**src/rtl/bsram_pkg.sv**
```systemverilog
package bsram_pkg;

    typedef enum logic [2:0] {
        ST_IDLE = 3'd0,
        ST_RD1  = 3'd1,
        ST_WR1  = 3'd2,
        ST_RDB  = 3'd3,
        ST_WRB  = 3'd4
    } bst_state_e;

    typedef enum logic [1:0] {
        CY_NONE = 2'd0,
        CY_RD   = 2'd1,
        CY_WR   = 2'd2
    } bst_cyc_e;

endpackage

```
**src/rtl/bsram_wdec.sv**
```systemverilog
module bsram_wdec #(
    parameter int NB = 4
) (
    input  logic          gwr_n,
    input  logic          bwen_n,
    input  logic [NB-1:0] bsel_n,
    output logic [NB-1:0] wmask,
    output logic          wr_any
);
    // one enable term per byte lane
    for (genvar g = 0; g < NB; g++) begin : g_lane
        assign wmask[g] = !gwr_n || (!bwen_n && !bsel_n[g]);
    end

    assign wr_any = |wmask;
endmodule

```
**src/rtl/bsram_burst_ctr.sv**
```systemverilog
module bsram_burst_ctr #(
    parameter int AW = 16,
    parameter int CW = 2
) (
    input  logic          clk,
    input  logic          rst_n,
    input  logic          load,
    input  logic          step,
    input  logic          ilv_i,
    input  logic [AW-1:0] addr_i,
    output logic [AW-1:0] addr_nx
);
    localparam int HW = AW - CW;

    logic [HW-1:0] hi_q;
    logic [CW-1:0] base_q;
    logic [CW-1:0] cnt_q;
    logic          ilv_q;
    logic [CW-1:0] cnt_nx;
    logic [CW-1:0] lo_lin;
    logic [CW-1:0] lo_ilv;

    assign cnt_nx = step ? cnt_q + {{(CW-1){1'b0}}, 1'b1} : cnt_q;
    assign lo_lin = base_q + cnt_nx;

    // interleaved order: per-bit XOR of start and count
    for (genvar g = 0; g < CW; g++) begin : g_ilv
        assign lo_ilv[g] = base_q[g] ^ cnt_nx[g];
    end

    always_comb begin
        if (load) begin
            addr_nx = addr_i;
        end else begin
            addr_nx = {hi_q, (ilv_q ? lo_ilv : lo_lin)};
        end
    end

    always_ff @(posedge clk) begin
        if (!rst_n) begin
            hi_q   <= '0;
            base_q <= '0;
            cnt_q  <= '0;
            ilv_q  <= 1'b1;
        end else if (load) begin
            hi_q   <= addr_i[AW-1:CW];
            base_q <= addr_i[CW-1:0];
            cnt_q  <= '0;
            ilv_q  <= ilv_i;
        end else if (step) begin
            cnt_q  <= cnt_nx;
        end
    end
endmodule

```
**src/rtl/bsram_seq.sv**
```systemverilog
module bsram_seq
    import bsram_pkg::*;
#(
    parameter int AW = 16,
    parameter int NB = 4
) (
    input  logic          clk,
    input  logic          rst_n,
    input  logic          pstb_n,
    input  logic          cstb_n,
    input  logic          adv_n,
    input  logic          en1_n,
    input  logic          en2,
    input  logic          en3_n,
    input  logic [NB-1:0] wmask,
    input  logic          wr_any,
    input  logic [AW-1:0] addr_nx,
    output logic          load,
    output logic          step,
    output bst_state_e    state,
    output bst_cyc_e      cyc_q,
    output logic [NB-1:0] mask_q,
    output logic [AW-1:0] addr_q
);
    logic       proc_hit;
    logic       strobe;
    logic       enabled;
    bst_state_e state_nx;
    bst_cyc_e   cyc_nx;

    assign proc_hit = !pstb_n && !en1_n;
    assign strobe   = proc_hit || !cstb_n;
    assign enabled  = !en1_n && en2 && !en3_n;

    always_comb begin
        state_nx = state;
        cyc_nx   = CY_NONE;
        load     = 1'b0;
        step     = 1'b0;
        if (strobe) begin
            if (!enabled) begin
                state_nx = ST_IDLE;
            end else begin
                load = 1'b1;
                if (proc_hit || !wr_any) begin
                    state_nx = ST_RD1;
                    cyc_nx   = CY_RD;
                end else begin
                    state_nx = ST_WR1;
                    cyc_nx   = CY_WR;
                end
            end
        end else begin
            unique case (state)
                ST_IDLE: begin
                    state_nx = ST_IDLE;
                end
                ST_RD1, ST_WR1, ST_RDB, ST_WRB: begin
                    step     = !adv_n;
                    state_nx = wr_any ? ST_WRB : ST_RDB;
                    cyc_nx   = wr_any ? CY_WR : CY_RD;
                end
                default: begin
                    state_nx = ST_IDLE;
                end
            endcase
        end
    end

    // state register
    always_ff @(posedge clk) begin
        if (!rst_n) begin
            state <= ST_IDLE;
        end else begin
            state <= state_nx;
        end
    end

    // output register
    always_ff @(posedge clk) begin
        if (!rst_n) begin
            cyc_q  <= CY_NONE;
            mask_q <= '0;
            addr_q <= '0;
        end else begin
            cyc_q  <= cyc_nx;
            mask_q <= (cyc_nx == CY_WR) ? wmask : '0;
            if (cyc_nx != CY_NONE) begin
                addr_q <= addr_nx;
            end
        end
    end
endmodule

```
**src/rtl/bsram_ctrl.sv**
```systemverilog
module bsram_ctrl
    import bsram_pkg::*;
#(
    parameter int AW = 16,
    parameter int NB = 4,
    parameter int CW = 2
) (
    input  logic          clk,
    input  logic          rst_n,
    input  logic [AW-1:0] addr_i,
    input  logic          pstb_n,
    input  logic          cstb_n,
    input  logic          adv_n,
    input  logic          en1_n,
    input  logic          en2,
    input  logic          en3_n,
    input  logic          gwr_n,
    input  logic          bwen_n,
    input  logic [NB-1:0] bsel_n,
    input  logic          ord_ilv,
    output logic [AW-1:0] arr_addr,
    output logic [NB-1:0] byte_wmask,
    output logic [1:0]    cyc_kind,
    output logic [2:0]    seq_state
);
    logic [NB-1:0] wmask;
    logic          wr_any;
    logic          load;
    logic          step;
    logic [AW-1:0] addr_nx;
    bst_state_e    state;
    bst_cyc_e      cyc_q;

    bsram_wdec #(.NB(NB)) i_wdec (
        .gwr_n  (gwr_n),
        .bwen_n (bwen_n),
        .bsel_n (bsel_n),
        .wmask  (wmask),
        .wr_any (wr_any)
    );

    bsram_burst_ctr #(.AW(AW), .CW(CW)) i_ctr (
        .clk     (clk),
        .rst_n   (rst_n),
        .load    (load),
        .step    (step),
        .ilv_i   (ord_ilv),
        .addr_i  (addr_i),
        .addr_nx (addr_nx)
    );

    bsram_seq #(.AW(AW), .NB(NB)) i_seq (
        .clk     (clk),
        .rst_n   (rst_n),
        .pstb_n  (pstb_n),
        .cstb_n  (cstb_n),
        .adv_n   (adv_n),
        .en1_n   (en1_n),
        .en2     (en2),
        .en3_n   (en3_n),
        .wmask   (wmask),
        .wr_any  (wr_any),
        .addr_nx (addr_nx),
        .load    (load),
        .step    (step),
        .state   (state),
        .cyc_q   (cyc_q),
        .mask_q  (byte_wmask),
        .addr_q  (arr_addr)
    );

    assign cyc_kind  = cyc_q;
    assign seq_state = state;
endmodule

```
**config.mk**
```make
export PLATFORM = sky130hd
export DESIGN_NAME = bsram_ctrl
export DESIGN_NICKNAME = d
export VERILOG_FILES = /design/src/rtl/bsram_pkg.sv /design/src/rtl/bsram_wdec.sv /design/src/rtl/bsram_burst_ctr.sv /design/src/rtl/bsram_seq.sv /design/src/rtl/bsram_ctrl.sv
export SDC_FILE = /design/constraint.sdc
export NUM_CORES = 1
export LEC_CHECK = 0
export ABC_AREA = 1
export BUFFER_PORTS_ARGS = -buffer_cell sky130_fd_sc_hd__buf_2
export CORE_AREA = 3 3 64 66
export DETAILED_ROUTE_END_ITERATION = 7
export DIE_AREA = 0 0 67 69
export PLACE_DENSITY = 0.87
export SLEW_MARGIN = 20
export SYNTH_ARGS = -nofsm -noshare
export SYNTH_HDL_FRONTEND = slang
export SYNTH_HIERARCHICAL = 1
export SYNTH_SLANG_ARGS = --single-unit
```
**constraint.sdc**
```tcl
create_clock -name clk -period 3.75 [get_ports clk]
set_input_delay 0.375 -clock clk [delete_from_list [all_inputs] [get_ports clk]]
set_output_delay 0.375 -clock clk [all_outputs]
set_load 0.005 [all_outputs]
```
-- Word level (Yosys, flattened, before mapping)
Cells that the tools add are included.
- output and inout port bits: 25
- flip-flop bits (word level): 44
- reductions and logical operators: 30
- equal/unequal tests: 5
- bitwise operators: 3
- add/subtract/negate cells: 2
- mux-type cells: 17
- operators with widths (kind ; count):
    $mux 16 ; 1
    $mux 2 ; 8
    $logic_not 1->1 ; 12
    $mux 3 ; 4
    $reduce_or 4->1 ; 2
    $logic_and 1x1->1 ; 7
    $eq 3x2->1 const B ; 2
    $logic_or 1x1->1 ; 6
    $mux 1 ; 4
    $eq 3x1->1 const B ; 1
    $eq 3x3->1 const B ; 1
    $add 2x1->2 const B ; 1
    $add 2x2->2 ; 1
    $eq 2x2->1 const B ; 1
    $reduce_and 2->1 ; 1
    $reduce_bool 2->1 ; 1
    $reduce_or 2->1 ; 1
    $xor 1x1->1 ; 2
    $not 1->1 ; 1

-- Logic depth before layout (Yosys ltp)
Gate-level depths: netlist (run 1).
- word-level depth: 11
- gate-level depth with buffers: 16
- mapped depth without buffers: 16

-- Cells and area by module
The synthesis (run 1) kept the hierarchy.
- modules (own cells, without submodules) (module ; times used ; area each (um^2) ; sequential area each (um^2) ; cells each):
    bsram_seq ; 1 ; 1017.2 ; 480.5 ; 148
    bsram_burst_ctr ; 1 ; 875.8 ; 380.4 ; 115
    bsram_wdec ; 1 ; 51.3 ; 0.0 ; 12

-- Least setup slack after synthesis (run 1)
No wires, ideal clock.
- path kind: flip-flop to flip-flop
- from: register i_seq/cyc_q[0] (netlist name)
- to: register i_seq.addr_q[1]
- required time: 3.637 ns
- period minus slack after synthesis: 1.876 ns
- stages on the path, launching flop included: 17
- arrival: 1.764 ns
- library setup time: 0.113 ns
- slack: 1.874 ns
- path buffers: 0
- cell sequence: dfxtp_1 nor2_1 nand2_1 nand2_1 nor3b_1 nand2_1 inv_1 nor2_1 ha_1 nand2_1 nand2_1 nand2_1 nand2_1 nand3_1 nand2_1 nor2_1 nor2_1
- RTL lines (what ; line ; text):
    end signal, assigned ; bsram_seq.sv:89 ; addr_q <= addr_nx;
    end, declared ; bsram_seq.sv:23 ; output logic [AW-1:0] addr_q

==> results of run 1 <==
-- cells by family (layout without fill, tap and decap cells) --
kind of cell,Yosys count,count (layout)
AO/OA/AOI/OAI,25,25
adder cells (fa/ha/maj),1,1
buffers and inverters,43,96
AND/OR/NAND/NOR,163,163
flip-flops,43,43
-- per-layer routing --
layer | up-vias | wire (um)
li1 | 931 | -
met3 | 5 | 213
met1 | 736 | 1610
met2 | 37 | 1800
met5 | - | 0
met4 | 0 | 61
-- report_power, final --
| part | total, W | internal (W) | leakage, nW | switching (W) |
|---|---|---|---|---|
| sequential | 0.000482 | 0.000475 | 0.349 | 0.00000748 |
| clock | 0.000274 | 0.000131 | 0.0422 | 0.000144 |
| combinational | 0.000106 | 0.0000437 | 0.906 | 0.0000625 |
-- per-stage QoR --
stage	std cells	hold WS [ns]	power [W]	worst slack [ns]	utilization
global route	376	0.348	0.000906	1.40	0.621
global placement	368	0.452	0.000596	1.69	0.599
CTS	376	0.311	0.000872	1.59	0.621
detailed placement	368	0.458	0.000600	1.61	0.599
floorplan	275	0.444	0.000565	1.87	-
finish	376	0.320	0.000863	1.59	0.621
-- worst max-delay path, delay by kind of cell (launching register included) --
kind | cells | cell delay (ns)
simple gates | 14 | 1.43
fa+ha+maj | 1 | 0.18
buf+inv | 1 | 0.10
flops | 1 | 0.33
-- Yosys cell counts --
master / instances / area, um^2
nand2_2: 13 / 81.3
nor3b_1: 1 / 7.51
inv_1: 31 / 116
a21oi_1: 11 / 55.1
o21ai_2: 1 / 8.76
nor2_1: 49 / 184
nand3_1: 8 / 40.0
buf_6: 4 / 45.0
and2_2: 1 / 7.51
nor2_2: 1 / 6.26
inv_8: 1 / 11.3
buf_4: 2 / 15.0
ha_1: 1 / 12.5
nand2_1: 86 / 323
inv_2: 1 / 3.75
clkbuf_1: 1 / 3.75
a21oi_2: 7 / 61.3
o21bai_1: 1 / 7.51
buf_12: 1 / 20.0
or2_1: 1 / 6.26
dfxtp_1: 43 / 861
buf_8: 1 / 15.0
o22ai_1: 1 / 6.26
buf_2: 1 / 5.00
nor2_4: 1 / 11.3
o21ai_0: 4 / 20.0
nor3_1: 2 / 10.0
-- how the worst max path moves through the flow --
stage / from / endpoint / slack (ns)
6_report: i_seq/cyc_q[0]$_SDFF_PN0_ / i_seq/addr_q[1]$_SDFFE_PN0P_ / 1.59
5_1_grt: i_seq/cyc_q[0]$_SDFF_PN0_ / i_seq/addr_q[1]$_SDFFE_PN0P_ / 1.40
4_1_cts: i_seq/cyc_q[0]$_SDFF_PN0_ / i_seq/addr_q[1]$_SDFFE_PN0P_ / 1.59
3_5_place_dp: i_seq/cyc_q[0]$_SDFF_PN0_ / i_seq/addr_q[1]$_SDFFE_PN0P_ / 1.61
3_3_place_gp: en1_n / i_seq/addr_q[1]$_SDFFE_PN0P_ / 1.69
2_1_floorplan: i_seq/cyc_q[0]$_SDFF_PN0_ / i_seq/addr_q[1]$_SDFFE_PN0P_ / 1.87
-- sequential cells by signal (all words and copies together) (netlist names) --
register / cells
i_ctr/base_q: 2
i_ctr/cnt_q: 2
i_ctr/hi_q: 14
i_ctr/ilv_q: 1
i_seq/addr_q: 16
i_seq/cyc_q: 2
i_seq/mask_q: 4
i_seq/state: 2
-- area by class of cell --
type                       count  area (um^2)  area share
clock buffer                   7         76.3      0.0338
clock inverter                 1         5.00     0.00222
inverter                      33          131      0.0582
multi-input combinational    189          848       0.376
sequential                    43          861       0.381
tap                           48         60.1      0.0266
timing repair buffer          55          275       0.122
==> impl_metrics.toml, run 1 <==
[status]
status = "finished clean"

[route]
routedWlPerCell_um = 9.81
dr.pass1.iters = 4
totalWireLength_um = 3690
final_antenna_net_count = 0
vias_per_cell = 4.55
num_vias = 1709
first_iter_violations = 56
drc = 0

[global_routing]
antenna_found_initial = 0
grt_pass1_vias = 1568
grt.overflow.total = 0
grt_use_met2 = 0.298
grt_max_degree = 33
grt_pass1_wl_um = 6290
busiest_layer = "met2"
use_met3 = 0.0407
grt.met1_usage = 0.196
track_usage = 0.171

[min_path]
holdPathStages = 3
hold_path.class = "in2reg"
holdPathEnd = "i_ctr/ilv_q$_SDFFE_PN1P_"
hold_start = "ord_ilv"

[critical_path]
slowest_stage = "nor3b_1"
reg2reg_depth = 16
r2r-start = "i_seq/cyc_q[0]$_SDFF_PN0_"
crit_arrival_ns = 2.34
critPathCaptureType = "flop"
crit_type = "reg2reg"
critical_path.max_stage_delay_ns = 0.45
crit_path_max_fanout = 4
cp_common_cell = "nand2_1"
reg2reg_slack_ns = 1.59
crit_chain = "nor2_1 -> nand2_1 -> nand2_1 -> nor3b_1 -> nand2_1 -> inv_1 -> nor2_1 -> ha_1 -> nand2_1 -> nand2_1 -> nand2_1 -> nand2_1 -> nand3_1 -> nand2_1 -> nor2_1 -> nor2_1"
timing.rr.end = "i_seq/addr_q[1]$_SDFFE_PN0P_"
cp-start-kind = "flop"
worstPathRequired_ns = 3.93

[floorplanning]
die_height_um = 69
core.rowCount = 22
start_util = 0.535
die_x_um = 67
ioPinCount = 56
die-area_um2 = 4620
coreArea_um2 = 3630

[clock_network]
clk_pin_slew_ns = 0.08
hold_buffers = 0
clock_sinks = 43
cts_buffers = 5
cts_resized = 0
postCtsSetupBuffers = 0
cts_root_buf = "clkbuf_8"
cts_tree = "yes"
cts_max_path_buffers = 2
clk_latency_ns = 0.28
h-tree-depth = 2

[power]
power_density_nw_per_um2 = 382
power_leakage_nw = 1.30
irDropWorstVdd_uv = 266

[timing]
hold_viol = 0
fin_skew_ns = 0.00419
tns_ns = 0
max_slew.worst_pin.slew_ns = 0.671
final-max-slew-violation-count = 0
setup-violations-final = 0
fin_crit_ns = 2.16
post-route-period-util = 0.576
rsz0062_at_grt = "no"
maxSlewHeadroom = 0.552
max_freq_ghz = 0.463

[synth]
yosys.area_share.simple = 0.348
ys_ff_latch = 43
avgSynthCellArea_um2 = 7.07
ys_seq_area_frac = 0.443
postSynthCellCount = 275
synth_top_family_by_area = "simple AND/OR/NAND/NOR gates"
yosysUniqueCellTypes = 27
synth.cell_area_um2 = 1940
synth_mux_area_frac = 0
ys_warn_count = 6
synthesis.nets = 307
synthXorXnorAreaFrac = 0
synthAdderAreaFrac = 0.00644
synth_compound_gate_area_share = 0.0817

[cells_and_area]
nNetsFinal = 359
area_delta_synth_final_pct = 16.1
drive_above_1_share = 0.265
num-fill-cells = 360
diodes = 0
final_common_cell = "nand2_1"
final_cell_mix = "86 x nand2_1, 55 x buf_2, 49 x nor2_1"
final_area_um2 = 2260

[placed_design]
hpwl_um = 2670
gp_congestion = 0.773
io_buffer_count = 55
place_area_um2 = 2180

[flow_run]
maxCapViolCount = 0
(Power assumes the default switching activity.)
==> run 2: changes to the inputs <==
- CORE_AREA: 3 3 64 66 -> 3 3 70 72
- DIE_AREA: 0 0 67 69 -> 0 0 73 75
- PLACE_DENSITY: 0.87 -> 0.78
- clock period: 3.75 -> 1.9 ns (I/O delays scaled with it)
==> impl_metrics.toml, run 2 (synthesis gave the netlist of run 1 again) <==
[flow_run]
maxCapViolCount = 0

[floorplanning]
die_x_um = 73
core.rowCount = 24
die-area_um2 = 5480
coreArea_um2 = 4350
ioPinCount = 56
die_height_um = 75
start_util = 0.447

[cells_and_area]
largest_register = "i_seq/addr_q"
diodes = 0
largest_registers = "i_seq/addr_q: 16 flops, i_ctr/hi_q: 14 flops, i_seq/mask_q: 4 flops"
largest_reg_flops = 16
nNetsFinal = 365
final_common_cell = "nand2_1"
drive_above_1_share = 0.308
area_delta_synth_final_pct = 22.6
final_cell_mix = "85 x nand2_1, 55 x buf_2, 47 x nor2_1"

[global_routing]
grt_pass1_vias = 1450
grt_use_met2 = 0.253
antenna_found_initial = 0
grt_max_degree = 33
grt_pass1_wl_um = 6240
grt.overflow.total = 0
track_usage = 0.145
busiest_layer = "met2"
grt.met1_usage = 0.172
use_met3 = 0.0360

[route]
vias_per_cell = 4.49
dr.pass1.iters = 4
routedWlPerCell_um = 10.5
totalWireLength_um = 4060
final_antenna_net_count = 0
drc = 0
first_iter_violations = 59
num_vias = 1732

[critical_path]
critPathCaptureType = "flop"
worstPathRequired_ns = 2.09
crit_path_max_fanout = 4
cp-start-kind = "flop"
crit_arrival_ns = 2.00
crit_type = "reg2reg"

[power]
power_density_nw_per_um2 = 841
power_leakage_nw = 1.36
irDropWorstVdd_uv = 368

[placed_design]
pre_cts_slack_ns = -0.00129
gp_congestion = 0.836
io_buffer_count = 55
hpwl_um = 2760

[clock_network]
cts_root_buf = "clkbuf_8"
clock_sinks = 43
clk_latency_ns = 0.29
hold_buffers = 0
h-tree-depth = 2
cts_tree = "yes"
clk_pin_slew_ns = 0.08
cts_max_path_buffers = 2
cts_buffers = 5

[timing]
whs_ns = 0.107
post-route-period-util = 0.948
maxSlewHeadroom = 0.513
max_slew.worst_pin.slew_ns = 0.730
hold_viol = 0
rsz0062_at_grt = "yes"
setup-violations-final = 0
max_freq_ghz = 0.555
fin_skew_ns = 0.00720
fin_crit_ns = 1.80
final-max-slew-violation-count = 0
setup_slack_ns = 0.0986

[status]
status = "finished clean"

[min_path]
hold_path.class = "in2reg"
-- run 2: path summary, 6_finish.rpt --
| kind | cells after the start | startpoint | end | slack, ns |
|---|---|---|---|---|
| setup / recovery | 15 | i_seq/state[1]$_SDFF_PN0_ | i_seq/addr_q[1]$_SDFFE_PN0P_ | 0.1 |
| setup reg to reg | 15 | i_seq/state[1]$_SDFF_PN0_ | i_seq/addr_q[1]$_SDFFE_PN0P_ | 0.1 |
| hold reg to reg | 2 | i_ctr/hi_q[12]$_SDFFE_PN0P_ | i_ctr/hi_q[12]$_SDFFE_PN0P_ | 0.47 |
| hold / removal | 3 | ord_ilv | i_ctr/ilv_q$_SDFFE_PN1P_ | 0.11 |
-- run 2: per-stage QoR --
stage | cell area [um^2] | cells | total power (W) | setup TNS, ns | util
6_report | 2380 | 386 | 0.00200 | 0 | 0.547
5_1_grt | 2380 | 386 | 0.00210 | -0.0751 | 0.547
4_1_cts | 2340 | 383 | 0.00202 | 0 | 0.539
3_5_place_dp | 2200 | 375 | 0.00119 | -0.00129 | 0.506
3_3_place_gp | 2200 | 375 | 0.00118 | 0 | 0.506
2_1_floorplan | 1940 | 275 | 0.00112 | 0 | -
-- run 2: where the power goes --
group | leakage (nW) | total, W | internal, W | switching, W
Combinational | 0.945 | 0.000219 | 0.0000894 | 0.000129
Sequential | 0.350 | 0.000952 | 0.000937 | 0.0000148
Clock | 0.0644 | 0.000834 | 0.000524 | 0.000310
-- run 2: layout make-up --
| type | count | area, um^2 |
|---|---|---|
| repair buffers | 60 | 313 |
| clock inverters | 3 | 67.6 |
| multi-input cells | 190 | 875 |
| clock buffers | 5 | 68.8 |
| flip-flops and latches | 43 | 863 |
| well taps | 52 | 65.1 |
| fillers | 417 | 1970 |
| inverters | 33 | 131 |
-- run 2: what timing repair did --
| action | in CTS | in global routing |
|---|---|---|
| cloned | 0 | 1 |
| setup endpoints to repair | 1 | 10 |
| setup buffers | 0 | 2 |
| pin swaps | 0 | 7 |
| gates resized for setup | 1 | 8 |
-- run 2: worst max-delay path, cell delays in order (launching register included) --
cell and delay, ns:
dfxtp_2 0.33, o21bai_1 0.13, nand2_1 0.08, nor3b_2 0.16
buf_4 0.16, nand2_4 0.07, inv_2 0.04, nor2_2 0.08
ha_2 0.18, nand3_1 0.10, nand2_1 0.08, nand2_1 0.05
nand3_1 0.07, nand2_1 0.05, nor2_1 0.08, nor2_1 0.04
-- run 2: routing by layer --
metal / wire [um] / part of all wire
met5: 0 / 0
met4: 21 / 0.0052
met3: 185 / 0.046
met2: 1980 / 0.49
met1: 1870 / 0.46
